<file path="src/rtl/lre_pkg.sv">
package lre_pkg;
    localparam int ADDR_W = 16;
    localparam int ERR_W  = 16;
    localparam int CNT_W  = 16;
    localparam int PIX_W  = 8;
    localparam int PAT_W  = 32;
    localparam int DATA_W = 32;
    localparam int SEL_W  = 3;
    localparam int CODE_W = 4;
    localparam int IDX_W  = $clog2(PAT_W);

    typedef struct packed {
        logic signed [ERR_W-1:0]  err;
        logic        [ADDR_W-1:0] addr;
    } incr_t;

    typedef enum logic [SEL_W-1:0] {
        SEL_INC_POS = 3'd0,
        SEL_INC_NEG = 3'd1,
        SEL_COUNT   = 3'd2,
        SEL_CODE    = 3'd3,
        SEL_PAT     = 3'd4,
        SEL_SRC     = 3'd5,
        SEL_START   = 3'd6
    } sel_e;

    typedef enum logic [1:0] {
        ST_IDLE = 2'd0,
        ST_PIX  = 2'd1,
        ST_RD   = 2'd2,
        ST_WR   = 2'd3
    } state_e;

    typedef struct packed {
        incr_t              pos;
        incr_t              neg;
        logic [CNT_W-1:0]   count;
        logic [CODE_W-1:0]  code;
        logic               gate;
        logic [PAT_W-1:0]   pat;
        logic [PIX_W-1:0]   src;
    } cfg_t;

    function automatic logic pat_hit(input logic gate, input logic [PAT_W-1:0] pat,
                                     input logic [IDX_W-1:0] idx);
        return !gate || pat[idx];
    endfunction
endpackage

</file>
<file path="src/rtl/lre_regfile.sv">
module lre_regfile
    import lre_pkg::*;
(
    input  logic                     clk,
    input  logic                     rst,
    input  logic                     we,
    input  logic [SEL_W-1:0]         sel,
    input  logic [DATA_W-1:0]        wdata,
    input  logic                     busy,
    output cfg_t                     cfg,
    output logic                     start_go,
    output logic [ADDR_W-1:0]        start_addr,
    output logic signed [ERR_W-1:0]  start_err
);
    logic wr_ok;
    assign wr_ok = we && !busy;

    always_ff @(posedge clk) begin
        if (rst) begin
            cfg <= '0;
        end else if (wr_ok) begin
            case (sel_e'(sel))
                SEL_INC_POS: cfg.pos   <= incr_t'(wdata[ADDR_W+ERR_W-1:0]);
                SEL_INC_NEG: cfg.neg   <= incr_t'(wdata[ADDR_W+ERR_W-1:0]);
                SEL_COUNT:   cfg.count <= wdata[CNT_W-1:0];
                SEL_CODE: begin
                    cfg.code <= wdata[CODE_W-1:0];
                    cfg.gate <= wdata[CODE_W];
                end
                SEL_PAT:     cfg.pat   <= wdata[PAT_W-1:0];
                SEL_SRC:     cfg.src   <= wdata[PIX_W-1:0];
                default: ;
            endcase
        end
    end

    assign start_go   = wr_ok && (sel_e'(sel) == SEL_START);
    assign start_addr = wdata[ADDR_W-1:0];
    assign start_err  = wdata[ADDR_W +: ERR_W];
endmodule

</file>
<file path="src/rtl/lre_walker.sv">
module lre_walker #(
    parameter int AW = 16,
    parameter int EW = 16,
    parameter int CW = 16,
    parameter int IW = 5
) (
    input  logic                 clk,
    input  logic                 rst,
    input  logic                 load,
    input  logic [AW-1:0]        load_addr,
    input  logic signed [EW-1:0] load_err,
    input  logic [CW-1:0]        load_cnt,
    input  logic                 step,
    input  logic [AW-1:0]        pos_addr,
    input  logic signed [EW-1:0] pos_err,
    input  logic [AW-1:0]        neg_addr,
    input  logic signed [EW-1:0] neg_err,
    output logic [AW-1:0]        addr,
    output logic [IW-1:0]        idx,
    output logic                 last
);
    logic signed [EW-1:0] err_q;
    logic [CW-1:0]        cnt_q;
    logic                 err_neg;

    assign err_neg = err_q[EW-1];
    assign last    = (cnt_q == CW'(1));

    always_ff @(posedge clk) begin
        if (rst) begin
            addr  <= '0;
            err_q <= '0;
            cnt_q <= '0;
            idx   <= '0;
        end else if (load) begin
            addr  <= load_addr;
            err_q <= load_err;
            cnt_q <= load_cnt;
            idx   <= '0;
        end else if (step) begin
            if (err_neg) begin
                addr  <= addr + neg_addr;
                err_q <= err_q + neg_err;
            end else begin
                addr  <= addr + pos_addr;
                err_q <= err_q + pos_err;
            end
            cnt_q <= cnt_q - CW'(1);
            idx   <= idx + IW'(1);
        end
    end
endmodule

</file>
<file path="src/rtl/lre_rop.sv">
module lre_rop #(
    parameter int PW = 8,
    parameter int CODE_BITS = 4
) (
    input  logic [CODE_BITS-1:0] code,
    input  logic [PW-1:0]        src,
    input  logic [PW-1:0]        dst,
    output logic [PW-1:0]        res
);
    for (genvar b = 0; b < PW; b++) begin : g_bit
        assign res[b] = code[{src[b], dst[b]}];
    end
endmodule

</file>
<file path="src/rtl/line_rop_engine.sv">
module line_rop_engine
    import lre_pkg::*;
(
    input  logic              clk,
    input  logic              rst,
    input  logic              cfg_we,
    input  logic [SEL_W-1:0]  cfg_sel,
    input  logic [DATA_W-1:0] cfg_wdata,
    output logic              busy,
    output logic              done,
    output logic              mem_req,
    output logic              mem_we,
    output logic [ADDR_W-1:0] mem_addr,
    output logic [PIX_W-1:0]  mem_wdata,
    input  logic [PIX_W-1:0]  mem_rdata,
    input  logic              mem_ready
);
    cfg_t                    cfg;
    logic                    start_go;
    logic [ADDR_W-1:0]       start_addr;
    logic signed [ERR_W-1:0] start_err;
    state_e                  state;
    logic [PIX_W-1:0]        dst_q;
    logic [ADDR_W-1:0]       cur_addr;
    logic [IDX_W-1:0]        cur_idx;
    logic                    last;
    logic                    pix_en;
    logic                    step;
    logic                    count_zero;

    assign busy       = (state != ST_IDLE);
    assign count_zero = (cfg.count == '0);

    lre_regfile u_regs (
        .clk       (clk),
        .rst       (rst),
        .we        (cfg_we),
        .sel       (cfg_sel),
        .wdata     (cfg_wdata),
        .busy      (busy),
        .cfg       (cfg),
        .start_go  (start_go),
        .start_addr(start_addr),
        .start_err (start_err)
    );

    lre_walker #(.AW(ADDR_W), .EW(ERR_W), .CW(CNT_W), .IW(IDX_W)) u_walk (
        .clk      (clk),
        .rst      (rst),
        .load     (start_go && !count_zero),
        .load_addr(start_addr),
        .load_err (start_err),
        .load_cnt (cfg.count),
        .step     (step),
        .pos_addr (cfg.pos.addr),
        .pos_err  (cfg.pos.err),
        .neg_addr (cfg.neg.addr),
        .neg_err  (cfg.neg.err),
        .addr     (cur_addr),
        .idx      (cur_idx),
        .last     (last)
    );

    lre_rop #(.PW(PIX_W), .CODE_BITS(CODE_W)) u_rop (
        .code(cfg.code),
        .src (cfg.src),
        .dst (dst_q),
        .res (mem_wdata)
    );

    assign pix_en = pat_hit(cfg.gate, cfg.pat, cur_idx);
    assign step   = ((state == ST_PIX) && !pix_en) || ((state == ST_WR) && mem_ready);

    always_ff @(posedge clk) begin
        if (rst) begin
            state <= ST_IDLE;
            done  <= 1'b0;
            dst_q <= '0;
        end else begin
            case (state)
                ST_IDLE: begin
                    if (start_go) begin
                        done  <= count_zero;
                        state <= count_zero ? ST_IDLE : ST_PIX;
                    end
                end
                ST_PIX: begin
                    if (pix_en) begin
                        state <= ST_RD;
                    end else if (last) begin
                        state <= ST_IDLE;
                        done  <= 1'b1;
                    end
                end
                ST_RD: begin
                    if (mem_ready) begin
                        dst_q <= mem_rdata;
                        state <= ST_WR;
                    end
                end
                ST_WR: begin
                    if (mem_ready) begin
                        if (last) begin
                            state <= ST_IDLE;
                            done  <= 1'b1;
                        end else begin
                            state <= ST_PIX;
                        end
                    end
                end
                default: state <= ST_IDLE;
            endcase
        end
    end

    assign mem_req  = (state == ST_RD) || (state == ST_WR);
    assign mem_we   = (state == ST_WR);
    assign mem_addr = cur_addr;
endmodule

</file>
<file path="config.mk">
export PLATFORM = sky130hd
export DESIGN_NAME = line_rop_engine
export DESIGN_NICKNAME = d
export VERILOG_FILES = /design/src/rtl/lre_pkg.sv /design/src/rtl/lre_regfile.sv /design/src/rtl/lre_walker.sv /design/src/rtl/lre_rop.sv /design/src/rtl/line_rop_engine.sv
export SDC_FILE = /design/constraint.sdc
export NUM_CORES = 1
export LEC_CHECK = 0
export BUFFER_PORTS_ARGS = -buffer_cell sky130_fd_sc_hd__clkbuf_2
export CAP_MARGIN = 20
export CORE_MARGIN = 3
export CORE_UTILIZATION = 60
export CTS_CLUSTER_DIAMETER = 200
export DETAILED_ROUTE_END_ITERATION = 16
export PLACE_DENSITY = 0.88
export SLEW_MARGIN = 25
export SYNTH_ARGS = -nofsm -noshare
export SYNTH_HDL_FRONTEND = slang
export SYNTH_SLANG_ARGS = --single-unit
export TNS_END_PERCENT = 50
</file>
<file path="constraint.sdc">
create_clock -name clk -period 7.1 [get_ports clk]
set_input_delay 1.065 -clock clk [delete_from_list [all_inputs] [get_ports clk]]
set_output_delay 1.065 -clock clk [all_outputs]
set_load 0.01 [all_outputs]
</file>
# == Word-level counts from Yosys, hierarchy flattened ==
# Cells that the tools add are included.
# totals
ff_bits,189
inputBits,47
output_inout_bits,28
word_cells,113
# op_classes
addsub,6
n_eq_ne,15
n_reduce_logical,28
magnitude_cmp,9
mux,39
# ops
cell,count
two-way mux 16 bit,8
adder 16 bit,4
less-than comparator 2 x 3 -> 1 bit (second input constant),8
binary-select mux 1 bit (select 2 bit),8
equality test 16 x 1 -> 1 bit (second input constant),1
zero test 16 bit,1
subtractor 16 x 1 -> 16 bit (second input constant),1
two-way mux 1 bit,15
AND reduction 2 bit,7
two-way mux 2 bit,5
equality test 3 bit (second input constant),3
one-hot mux 2 bit (4 select lines),1
AND reduction 4 bit,2
equality test 3 x 2 -> 1 bit (second input constant),2
less-than comparator 5 x 6 -> 1 bit (second input constant),1
inequality test 2 bit (second input constant),3
adder 5 x 1 -> 5 bit (second input constant),1
binary-select mux 1 bit (select 5 bit),1
logical AND 1 bit,5
equality test 2 bit (second input constant),2
zero test 1 bit,4
nonzero test 2 bit,2
equality test 3 x 1 -> 1 bit (second input constant),1
zero test 3 bit,1
8 further kinds,10

# == Depth between registers and ports, before layout ==
# Gate-level depths: netlist of the first run.
# depth
ltp_word,8
mapped_depth,14
ltp_nobuf,12

# == By module ==
# From an unflattened synthesis of the first run, not the netlist that was laid out.
# hier_totals
cells_unflattened,1125
hier_area_um2,10571.4
# modules_own_cells
module,seq_area_each_um2,area_each_um2,cells_each,instances
lre_regfile,2502.4,5231.3,481,1
lre_walker,1061.0,4299.1,536,1
line_rop_engine,220.2,860.8,100,1
lre_rop,0.0,180.2,8,1

# == Worst setup path after synthesis of the first run ==
# No wires, ideal clock.
# synth_path
kind,flip-flop to flip-flop
start,register u_walk.err_q[15]
end,register u_walk.err_q[14]
setup_time_ns,0.137
path_stages_with_launch,15
path_buffers,2
slack_ns,3.554
arrival_time_ns,3.409
period_less_slack_ns,3.546
t_required_ns,6.963
cell_sequence,dfxtp_1 clkbuf_1 clkbuf_1 mux2_2 ha_1 inv_1 fa_1 nand2b_1 a21oi_1 o31ai_1 a21oi_1 a2111oi_0 o21ai_0 xnor2_1 o221ai_1
# synth_between
elab_chain_len,3
# synth_rtl
item,line,rtl
from (decl),lre_walker.sv:22,logic signed [EW-1:0] err_q;
from (signal assigned),lre_walker.sv:37,err_q <= load_err;
from (signal assigned),lre_walker.sv:43,err_q <= err_q + neg_err;
from (signal assigned),lre_walker.sv:46,err_q <= err_q + pos_err;
two-way mux 16 bit,lre_walker.sv:41,if (err_neg) begin
two-way mux 16 bit,lre_walker.sv:40,end else if (step) begin
two-way mux 16 bit,lre_walker.sv:35,end else if (load) begin
# No other way between the ends. The select of a mux whose other input is x is not followed.
# A chain may end at the register's enable or synchronous reset.

# == Final worst setup path of the first run ==
# Same ends and word-level chain as after synthesis.

==> summary.md, run 1 <==
| Metric | Value |
|---|---|
| Reg2Reg Setup Slack | 3.12 ns |
| Drt wl/cell | 18.3 um |
| Inserted Clock Buffers | 17 |
| Die Area | approximately 17000 sq um |
| Area growth syn-to-layout | 11.0% |
| Worst Reg-to-Reg Cells | 12 |
| Slowest cell on the critical path | a2111oi_0 |
| Met1 usage | 0.385 |
| Max Cap Viol | 0 |
| Critical Path Fanout Max | 13 |
| Crit path kind | reg2reg |
| GR Overflow Total | 0 |
| Fmax achieved | 251 MHz |
| Final setup fails | 0 |
| DRC viols | 0 |
| Final core utilization | 0.696 |
| Area of the mapped netlist | 9320 sq um |
| Busiest grt layer | met2 |
| NumNets Final | ~1300 |
| Seq pwr share | 0.498 |
| Post-synth top cells | nand2_1, dfxtp_1, a21oi_1 |
| Iter 0 DRT Violations | 862 |
| Synth warn | 0 |
| Psw | 0.603 mW |
| Root Driver | clkbuf_16 |
| Postcts setup bufs | 0 |
| Post-Syn Nets | roughly 1200 |
| Hold Crit Start | u_regs.cfg[124] |
| Hold Crit Class | reg2reg |
| Pins Over Slew Limit | 0 |
| CTS Buffer Depth | 2 |
| DRT Pass-1 Iters | 6 |
| WHS Path Cells | 2 |
| CTS clk-pin slew, worst paths | 0.07 ns |
| Met3 Use GR | 0.0654 |
| CP arrival | 4.28 ns |
| Antenna Nets Post-Route | 0 |
| Status | complete, no violations |
| Post-cts sizing count | 0 |
| CP Capture Type | flip-flop |
| Internal | 1.60 mW |
| LEAKAGE | 3.95 nW |
| First-pass GRT wire length | 40900 um |
| Total Negative Setup Slacks | 0 ns |
| Std cell rows | between 40 and 50 |
| Comb pwr share | 0.074 |
| Share of the synthesized area in the top cell type | 0.406 |
| Clk pwr share | 0.429 |
| Placeable Area | 14900 sq um |
| Share of layout cells above drive strength 1 | 0.135 |
| Cell with the most instances after synthesis | nand2_1 |
| HPWL after DPL | 16700 um |
| Total number of vias | between 8000 and 9000 |
| Port bufs | 74 |
| Post-synth EDFFs | 0 |
| Hold Crit Endpoint | u_regs.cfg[124] |
| Die span in y | 131 um |
| Ports | 75 |
| Seq/Total Area, Yosys | 0.406 |
| CP cell instances | mux2_2 -> ha_1 -> inv_1 -> fa_1 -> nand2b_1 -> a21oi_1 -> o31ai_1 -> a21oi_1 -> a2111oi_0 -> o21ai_0 -> xnor2_1 -> o221ai_1 |
| Slew headroom | 0.325 |
| Mapped Avg Cell Area | 8.03 sq um |
| Critical path's largest stage delay | 0.77 ns |
| GR Layer Usage met2 | 0.498 |
| Required time of the critical path | 7.40 ns |
| Sink Count | roughly 190 |
| Die width | ~130 um |
| Yosys cell types | 52 |
| CP delay by family, top | compound AO/OA/AOI/OAI gates |
| Total GRT Usage | 0.303 |
| Initial antenna violation count | 1 |
| VDD IR max | 0.000194 V |
| CTS Hold Bufs | 0 |
| Fin crit period | between 3 and 4 ns |
| RSZ-0062 raised after global routing | false |
| Avg Vias per Cell | 6.22 |
| Top cell by count, worst path | a21oi_1 |
| Final GP Congestion | 0.894 |
| Pin count of the biggest net entering global routing | 70 |
| FFs w/ async S/R, synth | 0 |
| Largest area contributor in the netlist | dfxtp_1 |
| CP startpoint kind | flip-flop |
| Worst skew pair latency | roughly 0.45 ns |
| Final worst path period share | 0.561 |
| Power per cell area | 213 nW/um^2 |
| Initial Util | 0.627 |
| Final Hold Viols | 0 |
| Vias in the first global route | 8148 |
| Cells after Synth | between 1000 and 1500 |
| Yosys reg bits | about 190 |
| CP bufs+invs | 1 |
| Switching share of power | 0.273 |
| Critical R2R Launch | u_walk.err_q[15] |
| Main area contributors after synthesis | dfxtp_1, nand2_1, a21oi_1 |
| Worst Tran Pin Value | 1.01 ns |
| Fin Clk Skew | 0.0101 ns |
| CTS tree | yes |
| Detailed Route WL | 25500 um |
| Reg2Reg Capture Point | u_walk.err_q[14] |
| CTS HTree Levels | 4 |
| Ys flop type | dfxtp_1 |
[power groups by stage]
stage          Combinational, mW  Sequential [mW]  Clock, mW
4_1_cts                    0.160             1.10      0.946
5_1_grt                    0.176             1.10      0.991
3_3_place_gp               0.154             1.12          0
6_report                   0.163             1.10      0.945
2_1_floorplan             0.0984             1.12          0
3_5_place_dp               0.159             1.12          0
[tightest hold or removal path, stage by stage, from the launching register on]
cell and delay (ns):
dfxtp_1 0.31, nand2_1 0.05, a21oi_1 0.05
[per-layer routing]
| layer | share of wire | routed length, um |
|---|---|---|
| met2 | 0.48 | 12100 |
| met3 | 0.084 | 2140 |
| met1 | 0.41 | 10300 |
| met4 | 0.034 | 870 |
| met5 | 0 | 0 |
[cell families (layout without fill, tap and decap cells)]
logic type,count (synthesis),count (layout),synth area share
DFF,189,189,0.406
xor gates and xnor gates,26,26,0.0244
buffers and inverters,86,134,0.0353
muxes,68,68,0.0876
AOI/OAI and AO/OA,292,292,0.187
adders and majority gates,35,35,0.0486
other,0,1,0
and+or+nand+nor,464,464,0.211
[flip-flops by register name, summed over array words and instances (netlist names), named ones only]
register and cells:
done 1, dst_q 8, state 1, u_regs.cfg 125
u_walk.addr 16, u_walk.cnt_q 16, u_walk.err_q 16, u_walk.idx 5
[cells in the final DEF (no fill, tap or decap), types with 11 or more instances in the layout]
master	synthesis	routed
mux2_2	28	28
mux2i_1	32	32
o21ai_0	19	19
nor2_1	65	63
a21oi_1	178	178
nor3_1	14	12
dfxtp_1	189	189
or3_1	13	12
ha_1	33	33
xnor2_1	19	19
clkbuf_16	0	17
clkbuf_2	0	73
nand2_1	301	301
nand3_1	25	24
buf_4	1	11
inv_1	17	17
a22oi_1	23	23
a21o_1	14	14
[through the flow]
| step | instance area (sq um) | hold WS [ns] | total power, mW | setup WS (ns) | cells |
|---|---|---|---|---|---|
| 6_report | 10300 | 0.453 | 2.21 | 3.12 | 1393 |
| 5_1_grt | 10300 | 0.473 | 2.27 | 2.74 | 1392 |
| 4_1_cts | 10300 | 0.456 | 2.20 | 3.17 | 1392 |
| 3_5_place_dp | 9760 | 0.446 | 1.28 | 3.19 | 1360 |
| 3_3_place_gp | 9760 | 0.438 | 1.28 | 3.33 | 1360 |
| 2_1_floorplan | 9320 | 0.433 | 1.21 | 3.55 | 1160 |
[area by class of cell]
cell class	instances	area, sq um
Multi-Input combinational cell	885	5230
Fill cell	1182	4520
Sequential cell	189	3780
Timing Repair Buffer	84	448
Clock buffer	17	425
Tap cell	184	230
Clock inverter	15	158
Inverter	18	67.6
Antenna cell	1	2.50
[worst max-delay path by stage]
stage	from	endpoint	cells past startpoint
final	u_walk.err_q[15]	u_walk.err_q[14]	12
after CTS	u_walk.err_q[15]	u_walk.err_q[14]	12
after detailed placement	u_walk.idx[1]	u_walk.cnt_q[9]	9
after global routing	u_walk.err_q[15]	u_walk.err_q[14]	12
after global placement	u_walk.idx[1]	u_walk.cnt_q[9]	9
after floorplan	u_walk.err_q[15]	u_walk.err_q[14]	14
Note: power is estimated with default switching activity, not from simulation.
==> inputs of run 2 (changes only) <==
--- a/config.mk
+++ b/config.mk
@@ -8,10 +8,10 @@
 export BUFFER_PORTS_ARGS = -buffer_cell sky130_fd_sc_hd__clkbuf_2
 export CAP_MARGIN = 20
 export CORE_MARGIN = 3
-export CORE_UTILIZATION = 60
+export CORE_UTILIZATION = 54
 export CTS_CLUSTER_DIAMETER = 200
 export DETAILED_ROUTE_END_ITERATION = 16
-export PLACE_DENSITY = 0.88
+export PLACE_DENSITY = 0.84
 export SLEW_MARGIN = 25
 export SYNTH_ARGS = -nofsm -noshare
 export SYNTH_HDL_FRONTEND = slang
==> constraint.sdc (replaced) <==
create_clock -name clk -period 3.4 [get_ports clk]
set_input_delay 0.51 -clock clk [delete_from_list [all_inputs] [get_ports clk]]
set_output_delay 0.51 -clock clk [all_outputs]
set_load 0.01 [all_outputs]
==> run 2 against run 1 <==
Largest cell class unchanged. Non-clock buffer count grew 11. Sequential share of layout area down 0.57 points. Sequential power up 110%. Clock-buffer cell count increased by 2. Critical endpoint is now u_walk.addr[13]. Critical path type unchanged. Combinational power is 110% higher. Register-to-register slack got worse by 2.9 ns. Utilization is 6.9 points lower. Largest power group unchanged. Clock power grew 120%. Setup slack lost 2.9 ns.
==> summary.md, run 2 (synthesis results as in run 1) <==
| Metric | Value |
|---|---|
| Status | complete, no violations |
| Root Driver | clkbuf_16 |
| Total Negative Setup Slacks | 0 ns |
| Max Cap Viol | 0 |
| Std cell rows | 47 |
| Final setup fails | 0 |
| Iter 0 DRT Violations | approximately 920 |
| VDD IR max | just under 0.0004 V |
| Worst Tran Pin Value | 0.986 ns |
| Initial antenna violation count | 0 |
| Avg Vias per Cell | 6.07 |
| Most frequent cells in the layout | nand2_1, dfxtp_1, a21oi_1, clkbuf_2, nor2_1 |
| Max reg flops | 125 |
| First-pass GRT wire length | about 42000 um |
| HPWL after DPL | 16800 um |
| Hold Crit Class | in2reg |
| Total power | 4.67 mW |
| Worst setup slack after layout | 0.174 ns |
| Final Hold Viols | 0 |
| Pin count of the biggest net entering global routing | 183 |
| Antenna Nets Post-Route | 0 |
| CP arrival | 3.50 ns |
| Crit path kind | reg2reg |
| Inserted Clock Buffers | 17 |
| DRT Pass-1 Iters | 6 |
| CTS clk-pin slew, worst paths | 0.07 ns |
| Worst skew pair latency | around 0.44 ns |
| Vias in the first global route | 8323 |
| Final core utilization | 0.627 |
| LEAKAGE | 4.02 nW |
| Die width | 137 um |
| Pre-CTS WS | about 0.24 ns |
| Die span in y | 137 um |
| CTS tree | yes |
| Inst Count DP | 1406 |
| Biggest register | u_regs.cfg |
| Port bufs | 74 |
| Fin Clk Skew | around 0.009 ns |
| Ports | 75 |
| Area growth syn-to-layout | 12.8% |
| Sink Count | ~190 |
| Required time of the critical path | between 3 and 4 ns |
| Placed instance area | between 9000 and 10000 sq um |
| Placeable Area | 16800 sq um |
| CP Capture Type | flip-flop |
| Slew headroom | 0.339 |
| Post-Layout Cell Count | roughly 1400 |
| DRC viols | 0 |
| WHS Path Cells | 3 |
| Total number of vias | 8740 |
| CP startpoint kind | flip-flop |
| Pins Over Slew Limit | 0 |
| Fmax achieved | 310 MHz |
| Initial Util | 0.556 |
| CTS Hold Bufs | 0 |
| Post-route cell area | 10500 sq um |
| CTS HTree Levels | 4 |
| NumNets Final | 1288 |
| GR Overflow Total | 0 |
| Fin crit period | 3.23 ns |
| Detailed Route WL | 25500 um |
| Final GP Congestion | approximately 0.89 |
| Power per cell area | 445 nW/um^2 |
| Die Area | 18900 sq um |
| Min Hold Slack | around 0.28 ns |
| Worst Reg-to-Reg Cells | 11 |
| Ant diodes | 0 |
| Commonest non-fill, non-tap cell in the layout | nand2_1 |
| Share of layout cells above drive strength 1 | 0.144 |
| Final worst path period share | 0.949 |
| Critical Path Fanout Max | 13 |
| Drt wl/cell | 17.7 um |
| Total GRT Usage | 0.276 |
| RSZ-0062 raised after global routing | true |
| CTS Buffer Depth | 2 |
-- run 2: cell types whose count changed in the layout (fill, tap and decap cells not counted), sizes merged, moves of 2 or more --
cell / delta
buf: +11
clkinv: -4
clkbuf: +2
bufinv: +2
-- run 2: timing repair --
item                       CTS  global route
setup endpoints to repair    0             4
buffers inserted             0             1
resized for setup            0             4
-- run 2: final timing paths --
check                   startpoint               to  slack, ns
setup / recovery  u_walk.err_q[15]  u_walk.addr[13]       0.17
hold / removal        mem_rdata[1]         dst_q[1]       0.28
setup reg to reg  u_walk.err_q[15]  u_walk.addr[13]       0.17
hold reg to reg     u_regs.cfg[72]   u_regs.cfg[72]       0.45
-- run 2: critical path, stage by stage (launching register included) --
cell	delay, ns
dfxtp_1	0.44
buf_4	0.22
buf_4	0.25
mux2_2	0.37
ha_1	0.25
or3_1	0.40
a211oi_1	0.32
nor3_1	0.14
a21o_1	0.20
a21oi_1	0.17
xor2_1	0.18
o221ai_1	0.13
-- run 2: where the power goes --
group,switching (mW),internal [mW]
logic,0.230,0.113
clock network,0.916,1.12
registers,0.0345,2.26
total,1.18,3.49
-- run 2: cell type report --
class / count / area (sq um)
Clock buffer: 19 / 443
Clock inverter: 13 / 153
Fill cell: 1418 / 6250
Inverter: 18 / 67.6
Multi-Input combinational cell: 885 / 5240
Sequential cell: 189 / 3780
Tap cell: 220 / 275
Timing Repair Buffer: 95 / 543
-- run 2: layer usage --
metal,track usage,wire [um],up-vias
met5,0,0,-
met4,0.104,766,0
met3,0.0636,2210,73
met2,0.445,12100,348
met1,0.361,10500,4170
li1,-,-,4149
==> inputs of run 3 (changes only) <==
--- a/config.mk
+++ b/config.mk
@@ -7,7 +7,7 @@
 export LEC_CHECK = 0
 export BUFFER_PORTS_ARGS = -buffer_cell sky130_fd_sc_hd__clkbuf_2
 export CAP_MARGIN = 20
-export CORE_MARGIN = 3
+export CORE_MARGIN = 2
 export CORE_UTILIZATION = 54
 export CTS_CLUSTER_DIAMETER = 200
 export DETAILED_ROUTE_END_ITERATION = 16
==> run 3 against run 2 <==
Cell area up 0.26%. Clock-buffer cell count decreased by 1. Utilization down 0.93 points. Sequential cell count unchanged. Combinational power is essentially flat. Via count down 0.43%. Non-clock buffer count rose by 1. Die area down 2.9%. Setup slack improved by 0.075 ns. Maximum frequency is 2.4% higher. Worst hold slack got worse by 0.0076 ns. Critical path type unchanged. Critical endpoint is now u_walk.addr[10]. Largest power group unchanged.
==> summary.md, run 3 (synthesis results as in run 1) <==
| Metric | Value |
|---|---|
| Critical Path Fanout Max | 7 |
| Final GP Congestion | between 0.9 and 1 |
| CTS clk-pin slew, worst paths | 0.08 ns |
| Area growth syn-to-layout | 13.1% |
| Max reg flops | 125 |
| Final Hold Viols | 0 |
| Final setup fails | 0 |
| Ant diodes | 0 |
| Fillers | 1475 |
| Hold Crit Class | in2reg |
| Ports | 75 |
| Iter 0 DRT Violations | 869 |
| Final worst path period share | 0.927 |
| DRT Pass-1 Iters | 5 |
| GR Overflow Total | 0 |
| NumNets Final | 1289 |
| Die span in y | 135 um |
| Status | complete, no violations |
| CP startpoint kind | flip-flop |
| Post-cts sizing count | 0 |
| CP cell instances | buf_4 -> mux2_2 -> ha_1 -> inv_1 -> fa_1 -> nor2b_1 -> o31a_1 -> o221ai_1 -> a21oi_1 -> nor3_2 -> xnor2_1 -> a222oi_1 -> nor2_1 |
| Pins Over Slew Limit | 0 |
| LEAKAGE | slightly above 4 nW |
| Std cell rows | 48 |
| DRC viols | 0 |
| Required time of the critical path | around 3.7 ns |
| Placed instance area | 9900 sq um |
| CP Capture Type | flip-flop |
| Sink Count | about 190 |
| Avg Vias per Cell | 6.02 |
| CP delay by family, top | compound AO/OA/AOI/OAI gates |
| Initial Util | 0.546 |
| CTS Buffer Depth | 2 |
| Worst Tran Pin Value | 1.03 ns |
| Worst skew pair latency | 0.45 ns |
| Total number of vias | approximately 8700 |
| Drt wl/cell | roughly 18 um |
| Worst setup path startpoint | u_walk.err_q[15] |
| Vias in the first global route | 8283 |
| Commonest non-fill, non-tap cell in the layout | nand2_1 |
| Slowest cell on the critical path | dfxtp_2 |
| Initial antenna violation count | 0 |
| Fin Clk Skew | 0.0115 ns |
| Max Cap Viol | 0 |
| HPWL after DPL | between 15000 and 20000 um |
| Share of layout cells above drive strength 1 | 0.148 |
| Fin crit period | 3.15 ns |
| First-pass GRT wire length | approximately 42000 um |
| Port bufs | 74 |
| CP bufs+invs | 2 |
| Fmax achieved | 317 MHz |
| Antenna Nets Post-Route | 0 |
| Biggest register | u_regs.cfg |
| Crit. path cell count | 13 |
| Crit path kind | reg2reg |
| Total Negative Setup Slacks | 0 ns |
| Die Area | between 15000 and 20000 sq um |
| Pin count of the biggest net entering global routing | between 150 and 200 |
| Most frequent cells in the layout | nand2_1, dfxtp_1, a21oi_1, clkbuf_2, nor2_1 |
| Critical R2R Launch | u_walk.err_q[15] |
| Inserted Clock Buffers | 17 |
| Slew headroom | 0.316 |
| CTS HTree Levels | 4 |
| Die width | around 140 um |
| Root Driver | clkbuf_16 |
| CP arrival | 3.46 ns |
| Power per cell area | 446 nW/um^2 |
| Detailed Route WL | 26100 um |
| Total GRT Usage | 0.289 |
| Worst Reg-to-Reg Cells | 13 |
| Total power | 4.70 mW |
| Post-route cell area | 10500 sq um |
| Critical path's largest stage delay | ~0.40 ns |
| RSZ-0062 raised after global routing | false |
| VDD IR max | 0.000373 V |
| Postcts setup bufs | 0 |
| Reg2Reg Setup Slack | 0.25 ns |
| Reg2Reg Capture Point | u_walk.addr[10] |
| Placeable Area | 17100 sq um |
| CP Capture Point | u_walk.addr[10] |
| CTS Hold Bufs | 0 |
| CTS tree | yes |
run 3: cell count changes in the layout (fill, tap and decap cells not counted), sizes merged:
cell,delta
inv,+5
clkinvlp,-2
buf,+1
bufinv,-1
clkbuf,-1
clkinv,-1
run 3: worst min-delay path by stage:
stage	start	endpoint	cells past startpoint
6_report	mem_rdata[3]	dst_q[3]	3
5_1_grt	mem_rdata[3]	dst_q[3]	3
4_1_cts	mem_rdata[6]	dst_q[6]	3
3_5_place_dp	u_regs.cfg[19]	u_regs.cfg[19]	2
3_3_place_gp	u_regs.cfg[99]	u_regs.cfg[99]	2
2_1_floorplan	u_regs.cfg[124]	u_regs.cfg[124]	2
run 3: cell type report:
| type | count | area, sq um | area share |
|---|---|---|---|
| Sequential cell | 189 | 3780 | 0.359 |
| Inverter | 18 | 67.6 | 0.00641 |
| Clock buffer | 18 | 439 | 0.0417 |
| Timing Repair Buffer | 96 | 551 | 0.0523 |
| Clock inverter | 14 | 161 | 0.0153 |
| Tap cell | 225 | 282 | 0.0267 |
| Multi-Input combinational cell | 885 | 5250 | 0.498 |
run 3: worst reg2reg max path: stages (launching register included):
cell and delay [ns]:
dfxtp_2 0.40, buf_4 0.19, mux2_2 0.35, ha_1 0.21, inv_1 0.07, fa_1 0.21, nor2b_1 0.07, o31a_1 0.27
o221ai_1 0.29, a21oi_1 0.18, nor3_2 0.28, xnor2_1 0.10, a222oi_1 0.31, nor2_1 0.07
run 3: metal layers:
metal  vias up  global-route usage  part of all wire
li1       4146                   -                 -
met1      4101               0.375              0.41
met2       385               0.469              0.47
met3        70              0.0602             0.084
met4         0               0.123             0.038
met5         -                   0                 0
run 3: power by group:
group / leakage, nW / internal, mW / switching, mW
clock: 0.300 / 1.08 / 0.983
sequential: 1.53 / 2.26 / 0.0358
combinational: 2.23 / 0.114 / 0.230
total: 4.06 / 3.45 / 1.25
run 3: through the flow:
step / setup WS [ns] / instances / hold slack, ns / utilization
after floorplan: 0.110 / 1160 / 0.433 / -
final: 0.249 / 1445 / 0.277 / 0.618
after detailed placement: 0.140 / 1413 / 0.446 / 0.581
after global routing: 0.0134 / 1445 / 0.265 / 0.618
after global placement: 0.272 / 1413 / 0.439 / 0.581
after CTS: 0.0939 / 1445 / 0.274 / 0.616
